===== config.mk =====
export PLATFORM = sky130hd
export DESIGN_NAME = txring_fetch
export DESIGN_NICKNAME = d
export VERILOG_FILES = /design/src/rtl/txr_pkg.sv /design/src/rtl/txr_kick_reg.sv /design/src/rtl/txr_ring_ptr.sv /design/src/rtl/txr_frame_chk.sv /design/src/rtl/txring_fetch.sv
export SDC_FILE = /design/constraint.sdc
export NUM_CORES = 1
export LEC_CHECK = 0
export CAP_MARGIN = 10
export CORE_MARGIN = 5
export CORE_UTILIZATION = 42
export DETAILED_ROUTE_END_ITERATION = 16
export PLACE_DENSITY = 0.83
export SLEW_MARGIN = 30
export SYNTH_ARGS = -nofsm -noshare
export SYNTH_HDL_FRONTEND = slang
export SYNTH_SLANG_ARGS = --single-unit

===== constraint.sdc =====
create_clock -name clk -period 4.82 [get_ports clk]
set_input_delay 1.205 -clock clk [delete_from_list [all_inputs] [get_ports clk]]
set_output_delay 1.205 -clock clk [all_outputs]
set_load 0.05 [all_outputs]

===== src/rtl/txr_pkg.sv =====
`timescale 1ns/1ps
package txr_pkg;

   localparam int unsigned WORD_W    = 32;
   localparam int unsigned LEN_W     = 14;
   localparam int unsigned DESC_LOG2 = 3;   // two 32-bit words per descriptor
   localparam int unsigned OWN_POS   = 31;

   // flag word, most significant field first
   typedef struct packed {
      logic        own;       // 31: 1 = hardware holds it
      logic        sop;       // 30
      logic        eop;       // 29
      logic        ck_en;     // 28
      logic [7:0]  ck_stuff;  // 27:20
      logic [5:0]  ck_start;  // 19:14
      logic [13:0] len;       // 13:0
   } desc_flags_t;

   typedef enum logic [2:0] {
      ST_IDLE,
      ST_FREQ,
      ST_FRSP,
      ST_AREQ,
      ST_ARSP,
      ST_BUF,
      ST_WB,
      ST_DRAIN
   } walk_state_t;

endpackage


===== src/rtl/txr_kick_reg.sv =====
`timescale 1ns/1ps
module txr_kick_reg (
   input  logic clk,
   input  logic rst,
   input  logic set_i,
   input  logic take_i,
   output logic pending_o
);

   always_ff @(posedge clk) begin
      if (rst)
         pending_o <= 1'b0;
      else if (set_i)
         pending_o <= 1'b1;
      else if (take_i)
         pending_o <= 1'b0;
   end

endmodule


===== src/rtl/txr_ring_ptr.sv =====
`timescale 1ns/1ps
module txr_ring_ptr #(
   parameter int unsigned DISP_W = 8,
   parameter int unsigned SIZE_W = 4
) (
   input  logic              clk,
   input  logic              rst,
   input  logic              adv_i,
   input  logic [SIZE_W-1:0] size_i,
   output logic [DISP_W-1:0] disp_o
);

   localparam int unsigned STEP_W = DISP_W - SIZE_W;

   logic [DISP_W-1:0] last_idx;

   generate
      if (STEP_W == 0) begin : g_unit_step
         assign last_idx = size_i;
      end else begin : g_block_step
         assign last_idx = {size_i, {STEP_W{1'b1}}};
      end
   endgenerate

   always_ff @(posedge clk) begin
      if (rst)
         disp_o <= '0;
      else if (adv_i)
         disp_o <= (disp_o == last_idx) ? '0 : disp_o + DISP_W'(1);
   end

   // the displacement only ever steps by one or returns to zero
   assert_disp_step_R7: assert property (@(posedge clk) disable iff (rst)
      (disp_o != $past(disp_o)) |-> ((disp_o - $past(disp_o)) == DISP_W'(1) || disp_o == '0));

endmodule


===== src/rtl/txr_frame_chk.sv =====
`timescale 1ns/1ps
module txr_frame_chk (
   input  logic clk,
   input  logic rst,
   input  logic seen_i,
   input  logic sop_i,
   input  logic eop_i,
   input  logic stop_i,
   output logic err_o
);

   logic open_q;

   always_ff @(posedge clk) begin
      if (rst) begin
         open_q <= 1'b0;
         err_o  <= 1'b0;
      end else begin
         err_o <= 1'b0;
         if (seen_i) begin
            if (sop_i && open_q)
               err_o <= 1'b1;
            open_q <= !eop_i;
         end else if (stop_i) begin
            if (open_q)
               err_o <= 1'b1;
            open_q <= 1'b0;
         end
      end
   end

   // an error pulse always follows a descriptor arrival or a walk stop
   assert_err_has_cause_R9: assert property (@(posedge clk) disable iff (rst)
      err_o |-> $past(seen_i || stop_i));

endmodule


===== src/rtl/txring_fetch.sv =====
`timescale 1ns/1ps
module txring_fetch
   import txr_pkg::*;
#(
   parameter int unsigned BASE_W = 21,
   parameter int unsigned DISP_W = 8,
   parameter int unsigned SIZE_W = 4,
   parameter int unsigned ADDR_W = 32
) (
   input  logic              clk,
   input  logic              rst,
   input  logic              cfg_dma_en,
   input  logic              cfg_drain_wait,
   input  logic [BASE_W-1:0] cfg_ring_base,
   input  logic [SIZE_W-1:0] cfg_ring_size,
   input  logic              kick_wr,
   output logic              kick_pending,
   output logic [DISP_W-1:0] cur_disp,
   output logic              mem_req_valid,
   input  logic              mem_req_ready,
   output logic              mem_req_write,
   output logic [ADDR_W-1:0] mem_req_addr,
   output logic [WORD_W-1:0] mem_req_wdata,
   input  logic              mem_rsp_valid,
   input  logic [WORD_W-1:0] mem_rsp_data,
   output logic              buf_valid,
   input  logic              buf_ready,
   output logic [WORD_W-1:0] buf_addr,
   output logic [LEN_W-1:0]  buf_len,
   output logic              buf_last,
   input  logic              fifo_empty,
   output logic              pkt_done,
   output logic              eop_err,
   output logic              all_sent
);

   localparam int unsigned WORD_BYTES = WORD_W / 8;

   generate
      if (ADDR_W != BASE_W + DISP_W + DESC_LOG2) begin : g_bad_addr
         $error("ADDR_W must equal BASE_W + DISP_W + 3");
      end
      if (SIZE_W < 1 || SIZE_W > DISP_W) begin : g_bad_size
         $error("SIZE_W must lie between 1 and DISP_W");
      end
   endgenerate

   walk_state_t       st_q, st_d;
   desc_flags_t       flags_q, rsp_flags, wb_flags;
   logic [WORD_W-1:0] baddr_q;
   logic              moved_q;
   logic              take, rearm, adv, seen, stop, fire_all;
   logic [ADDR_W-1:0] flag_addr;

   assign rsp_flags = mem_rsp_data;
   assign flag_addr = {cfg_ring_base, cur_disp, {DESC_LOG2{1'b0}}};

   txr_kick_reg u_kick (
      .clk       (clk),
      .rst       (rst),
      .set_i     (kick_wr | rearm),
      .take_i    (take),
      .pending_o (kick_pending)
   );

   txr_ring_ptr #(
      .DISP_W (DISP_W),
      .SIZE_W (SIZE_W)
   ) u_ptr (
      .clk    (clk),
      .rst    (rst),
      .adv_i  (adv),
      .size_i (cfg_ring_size),
      .disp_o (cur_disp)
   );

   txr_frame_chk u_frame (
      .clk    (clk),
      .rst    (rst),
      .seen_i (seen),
      .sop_i  (rsp_flags.sop),
      .eop_i  (rsp_flags.eop),
      .stop_i (stop),
      .err_o  (eop_err)
   );

   // walk sequencing
   always_comb begin
      st_d     = st_q;
      take     = 1'b0;
      rearm    = 1'b0;
      adv      = 1'b0;
      seen     = 1'b0;
      stop     = 1'b0;
      fire_all = 1'b0;
      unique case (st_q)
         ST_IDLE: begin
            if (kick_pending && cfg_dma_en) begin
               take = 1'b1;
               st_d = ST_FREQ;
            end
         end
         ST_FREQ: begin
            if (!cfg_dma_en) begin
               rearm = 1'b1;
               st_d  = ST_IDLE;
            end else if (mem_req_ready) begin
               st_d = ST_FRSP;
            end
         end
         ST_FRSP: begin
            if (mem_rsp_valid) begin
               if (rsp_flags.own) begin
                  seen = 1'b1;
                  st_d = ST_AREQ;
               end else begin
                  stop = 1'b1;
                  if (!moved_q) begin
                     st_d = ST_IDLE;
                  end else if (cfg_drain_wait) begin
                     st_d = ST_DRAIN;
                  end else begin
                     fire_all = 1'b1;
                     st_d     = ST_IDLE;
                  end
               end
            end
         end
         ST_AREQ: if (mem_req_ready) st_d = ST_ARSP;
         ST_ARSP: if (mem_rsp_valid) st_d = ST_BUF;
         ST_BUF:  if (buf_ready)     st_d = ST_WB;
         ST_WB: begin
            if (mem_req_ready) begin
               adv  = 1'b1;
               st_d = ST_FREQ;
            end
         end
         ST_DRAIN: begin
            if (fifo_empty) begin
               fire_all = 1'b1;
               st_d     = ST_IDLE;
            end
         end
         default: st_d = ST_IDLE;
      endcase
   end

   always_ff @(posedge clk) begin
      if (rst) begin
         st_q     <= ST_IDLE;
         flags_q  <= '0;
         baddr_q  <= '0;
         moved_q  <= 1'b0;
         pkt_done <= 1'b0;
         all_sent <= 1'b0;
      end else begin
         st_q     <= st_d;
         pkt_done <= adv && flags_q.eop;
         all_sent <= fire_all;
         if (seen)
            flags_q <= rsp_flags;
         if (st_q == ST_ARSP && mem_rsp_valid)
            baddr_q <= mem_rsp_data;
         if (adv)
            moved_q <= 1'b1;
         else if (stop)
            moved_q <= 1'b0;
      end
   end

   // request outputs
   always_comb begin
      wb_flags     = flags_q;
      wb_flags.own = 1'b0;
   end

   assign mem_req_valid = (st_q == ST_FREQ && cfg_dma_en) || st_q == ST_AREQ || st_q == ST_WB;
   assign mem_req_write = (st_q == ST_WB);
   assign mem_req_addr  = (st_q == ST_AREQ) ? (flag_addr | ADDR_W'(WORD_BYTES)) : flag_addr;
   assign mem_req_wdata = wb_flags;
   assign buf_valid     = (st_q == ST_BUF);
   assign buf_addr      = baddr_q;
   assign buf_len       = flags_q.len;
   assign buf_last      = flags_q.eop;

   // a posted command is visible on the next cycle
   assert_kick_visible_R2: assert property (@(posedge clk) disable iff (rst)
      kick_wr |=> kick_pending);

   // no flag-word read goes out while fetching is disabled
   assert_fetch_gated_R3: assert property (@(posedge clk) disable iff (rst)
      (mem_req_valid && !mem_req_write && !mem_req_addr[DESC_LOG2-1]) |-> cfg_dma_en);

   // a stalled buffer request keeps its contents
   assert_buf_hold_R5: assert property (@(posedge clk) disable iff (rst)
      (buf_valid && !buf_ready) |=> (buf_valid && $stable(buf_addr) && $stable(buf_len) && $stable(buf_last)));

   // write-back never hands ownership back to hardware
   assert_wb_clears_own_R6: assert property (@(posedge clk) disable iff (rst)
      (mem_req_valid && mem_req_write) |-> !mem_req_wdata[OWN_POS]);

   // packet completion and walk completion never coincide
   assert_done_apart_R8: assert property (@(posedge clk) disable iff (rst)
      pkt_done |-> !all_sent);

endmodule


## Word level (Yosys, flattened, before mapping)

Cells that the tools add are included.

| operators by class | value |
|---|---|
| $add $sub $neg | 1 |
| bitwise logic cells | 1 |
| muxes and demuxes | 42 |
| equality and inequality tests | 16 |
| reductions and logical operators | 13 |

Operator list:

| operator | number |
|---|---|
| $mux W3 | 13 |
| $mux W1 | 26 |
| $pmux W3 S8 | 1 |
| $eq A3 B3 Y1 const B | 4 |
| $ne A2 B2 Y1 const B | 6 |
| $add A8 B1 Y8 const B | 1 |
| $eq A8 B8 Y1 | 1 |
| $mux W8 | 1 |
| $reduce_and A8 Y1 | 1 |
| $eq A3 B2 Y1 const B | 2 |
| $reduce_bool A2 Y1 | 3 |
| $logic_and A1 B1 Y1 | 5 |
| $eq A3 B1 Y1 const B | 1 |
| $logic_not A3 Y1 | 1 |
| $ne A3 B3 Y1 const B | 1 |
| $logic_or A1 B1 Y1 | 2 |
| $ne A2 B1 Y1 const B | 1 |
| $pmux W1 S2 | 1 |
| $logic_not A1 Y1 | 1 |
| $or A1 B1 Y1 | 1 |

| word-level totals | value |
|---|---|
| word-level logic and storage cells | 88 |
| output and inout port bits | 126 |
| bits in registers | 80 |

## Depth between registers and ports, before layout

| logic depth | value |
|---|---|
| word-level depth | 5 |
| depth in mapped cells | 7 |
| depth with buffers taken out | 5 |

## By module

A second synthesis with hierarchy kept.

| unflattened totals | value |
|---|---|
| cells, all modules | 432 |
| area, all modules | 3432.0 µm² |

By module, submodules not included:

| module | area each (µm²) | cells each | instances |
|---|---|---|---|
| txring_fetch | 2930.3 | 380 | 1 |
| txr_ring_ptr | 384.1 | 41 | 1 |
| txr_frame_chk | 78.8 | 7 | 1 |
| txr_kick_reg | 38.8 | 4 | 1 |

## Least setup slack after synthesis

Ideal clock, no wire load.

| path | value |
|---|---|
| path kind | input port to output port |
| start | input cfg_dma_en |
| end | output mem_req_valid |
| buffers on the path | 0 |
| setup slack | 1.608 ns |
| stages on the path | 2 |
| required time | 3.615 ns |
| data arrival time | 2.007 ns |
| cell sequence | o21ai_0 > o21bai_1 |

| between the ends | value |
|---|---|
| longest elaborated chain between the ends | 3 |

RTL lines:

| item | line | RTL |
|---|---|---|
| start, declared | txring_fetch.sv:12 | `input logic cfg_dma_en,` |
| $logic_and A1 B1 Y1 | txring_fetch.sv:177 | `assign mem_req_valid = (st_q == ST_FREQ && cfg_dma_en) \|\| st_q == ST_AREQ \|\| st_q == ST_WB;` |
| $logic_or A1 B1 Y1 (2 in a row) | txring_fetch.sv:177 |  |
| end, declared | txring_fetch.sv:19 | `output logic mem_req_valid,` |

Every way passes these cells.

## Final worst setup path

Ends and elaborated chain as after synthesis.

==> qor.csv <==
stage;metric;value;unit
outcome;status;complete, no violations;
setup_path;worstReg2RegEnd;buf_addr[20]$_SDFFE_PP0P_;
cells_and_area;syn_to_final_growth;39.5;%
cts;clk_pin_slew;0.08;ns
setup_path;crit_family;buffers and inverters;
cts;ctsHoldBuffers;0;
cts;cts_buffers;9;
synth;netlist_area;3480;µm²
global_routing;grt_use_total;0.177;
power_and_ir_drop;power_density;296;nW/µm²
placement;hpwl;6660;µm
synth;async_reset_ff_frac;0;
cts;htree_levels;3;
die;initial_core_util;0.427;
cells_and_area;final_cell_mix;clkdlybuf4s50_1 (145), nand2_1 (131), dfxtp_1 (80);
cells_and_area;multiInputGateArea;1370;µm²
cts;cts_resized;0;
cells_and_area;seqCellArea;1600;µm²
cts;cts_root_buffer;clkbuf_8;
cts;insertion_delay;0.34;ns
setup_path;path_cells;clkdlybuf4s50_1 -> o21ai_0 -> o21bai_1 -> clkdlybuf4s50_1;
timing;worst_pin_slew;0.666;ns
run;drv_cap;0;
die;coreArea;8130;µm²
synth;synthCells;434;
timing;slew_headroom;0.555;
die;dieWidth;101;µm
global_routing;grt_first_pass_wirelength;14500;µm
global_routing;grt_overflow;0;
cts;cts_sinks;80;
timing;post-route-min-period;4.04;ns
power_and_ir_drop;vdd_drop_max;0.165;mV
global_routing;antenna_found_initial;0;
global_routing;grt_pass1_vias;3073;
setup_path;worstRegToRegCells;5;
drt;first_iter_violations;68;
setup_path;cp_slowest_cell;clkdlybuf4s50_1;
drt;wl;9310;µm
setup_path;timing.rr.start;st_q[2]$_SDFFE_PP0P_;
drt;vias_per_cell;4.88;
global_routing;grt_start_max_net_pins;46;
timing;grt_setup_unrepaired;false;
synth;synth_edf_count;0;
drt;drc;0;
worst_hold_path;hold_class;reg -> reg;
setup_path;reg2reg_slack;2.71;ns
drt;dr.pass1.iters;4;
synth;ys.flop_type;dfxtp_1;
setup_path;worstSetupStartpointType;input pin;
drt;antenna_left;0;
timing;hold_viol_final;0;
cts;cts_tree;built;
synth;syn_avg_cell_area;8.01;µm²
drt;wl_per_cell;14.7;µm
die;rows;33;
cells_and_area;drive_gt1_frac;0.0455;
placement;portBuffers;146;
die;io_pins;192;
timing;finalSetupViolCount;0;
setup_path;critPathArrivalTime;2.84;ns
timing;fin_skew;0.0132;ns
worst_hold_path;hold_end;mem_req_wdata[14]$_SDFFE_PP0P_;
setup_path;max_stage_delay;0.82;ns
die;fp.dieArea;10200;µm²
synth;synth.distinct_cells;42;
power_and_ir_drop;p_leak;1.66;nW
worst_hold_path;hold_start;mem_req_wdata[14]$_SDFFE_PP0P_;
setup_path;crit_fanout;6;
synth;synth-seq-cells;80;
die;die_h;101;µm
timing;final.period_utilization;0.839;
setup_path;cpMostUsedCell;clkdlybuf4s50_1;
setup_path;required;3.62;ns
cts;ctsLongestPathBuffers;2;
setup_path;endpoint_kind;output port;
cells_and_area;fillerInstances;700;
timing;finalSetupTns;0;ns
synth;ys_seq_area_frac;0.461;
synth;yosysWarnings;0;
setup_path;cp.buffers_inverters;2;
cells_and_area;num_antenna_cells;0;
drt;num_vias;3090;
timing;fmax;247;MHz
timing;slew_violations;0;
placement;gp_congestion;0.845;
cells_and_area;num-nets-final;590;
power_and_ir_drop;p_total;1.44;mW
worst_hold_path;min_delay_path_depth;2;
setup_path;crit_type;in -> out;
cts;cts_setup_buffers;0;
cells_and_area;final_common_cell;clkdlybuf4s50_1;
-- layout make-up --
type                       instances  share of cell area
clock buffer                      11              0.0271
sequential                        80               0.330
tap                              105              0.0271
clock inverter                     5              0.0217
multi-input combinational        277               0.283
timing repair buffer             150               0.307
inverter                           5             0.00387
-- layer usage --
metal | share of wire | vias to the layer above | wire length (µm) | GRT usage
met5 | 0 | - | 0 | 0
met4 | 0.012 | 0 | 108 | 0.0675
met3 | 0.099 | 16 | 919 | 0.0637
met2 | 0.48 | 122 | 4480 | 0.298
met1 | 0.41 | 1409 | 3800 | 0.206
li1 | - | 1543 | - | -
-- per-stage QoR --
stage               setup slack (ns)  hold WS (ns)  area (µm²)  utilization  instances
floorplan                       1.61         0.432        3480            -        436
global placement               0.788         0.441        4610        0.567        617
detailed placement             0.779         0.447        4610        0.567        617
CTS                            0.776         0.458        4850        0.596        633
global route                   0.682         0.480        4850        0.596        633
finish                         0.776         0.456        4850        0.596        633
-- Yosys cell counts, types with 2 or more instances --
| cell | number | share of area |
|---|---|---|
| a21oi_1 | 71 | 0.10 |
| and2_1 | 2 | 0.0036 |
| and3_1 | 3 | 0.0054 |
| buf_2 | 5 | 0.0072 |
| buf_4 | 48 | 0.10 |
| buf_6 | 3 | 0.0097 |
| clkbuf_1 | 17 | 0.018 |
| dfxtp_1 | 80 | 0.46 |
| inv_1 | 5 | 0.0054 |
| mux2i_1 | 3 | 0.0086 |
| nand2_1 | 132 | 0.14 |
| nand3_1 | 4 | 0.0058 |
| nand3b_1 | 2 | 0.0043 |
| nor2_1 | 13 | 0.014 |
| nor2b_1 | 3 | 0.0054 |
| nor3_1 | 3 | 0.0043 |
| nor4_1 | 2 | 0.0036 |
| o21ai_0 | 5 | 0.0072 |
| xnor2_1 | 8 | 0.020 |
| xor2_1 | 3 | 0.0076 |
-- kinds of logic after synthesis --
group | synth area share
AOI/OAI and AO/OA | 0.135
xor gates and xnor gates | 0.0277
adders and majority gates | 0.00360
buffers and inverters | 0.147
DFF | 0.461
muxes | 0.0151
other | 0.00108
and+or+nand+nor | 0.210
-- power breakdown --
part / leakage [nW] / internal, mW / switching [mW] / total [mW]
Combinational: 0.903 / 0.0766 / 0.0890 / 0.166
Clock: 0.110 / 0.345 / 0.235 / 0.580
Sequential: 0.645 / 0.670 / 0.0214 / 0.692
-- state kept, by name, indices dropped and copies added, names as in the netlist --
register and flops:
st_q 3, u_frame.open_q 1, moved_q 1, all_sent 1, u_ptr.disp_o 8, buf_last 1, pkt_done 1, u_frame.err_o 1
buf_len 14, mem_req_wdata 16, u_kick.pending_o 1, buf_addr 32
-- worst register-to-register path, delay by kind of cell, from the launching register on --
kind,cells,cell delay (ns)
DFF,1,0.68
and+or+nand+nor,3,0.80
AOI/OAI and AO/OA,1,0.07
buffers and inverters,1,0.42
-- worst max-delay path by stage --
stage	slack [ns]	depth (start not counted)	end	start
floorplan	1.61	2	mem_req_valid	cfg_dma_en
finish	0.78	4	mem_req_valid	cfg_dma_en
CTS	0.78	4	mem_req_valid	cfg_dma_en
global placement	0.79	4	mem_req_valid	cfg_dma_en
detailed placement	0.78	4	mem_req_valid	cfg_dma_en
global route	0.68	4	mem_req_valid	cfg_dma_en
No activity file was read; power rests on OpenSTA's default activity.
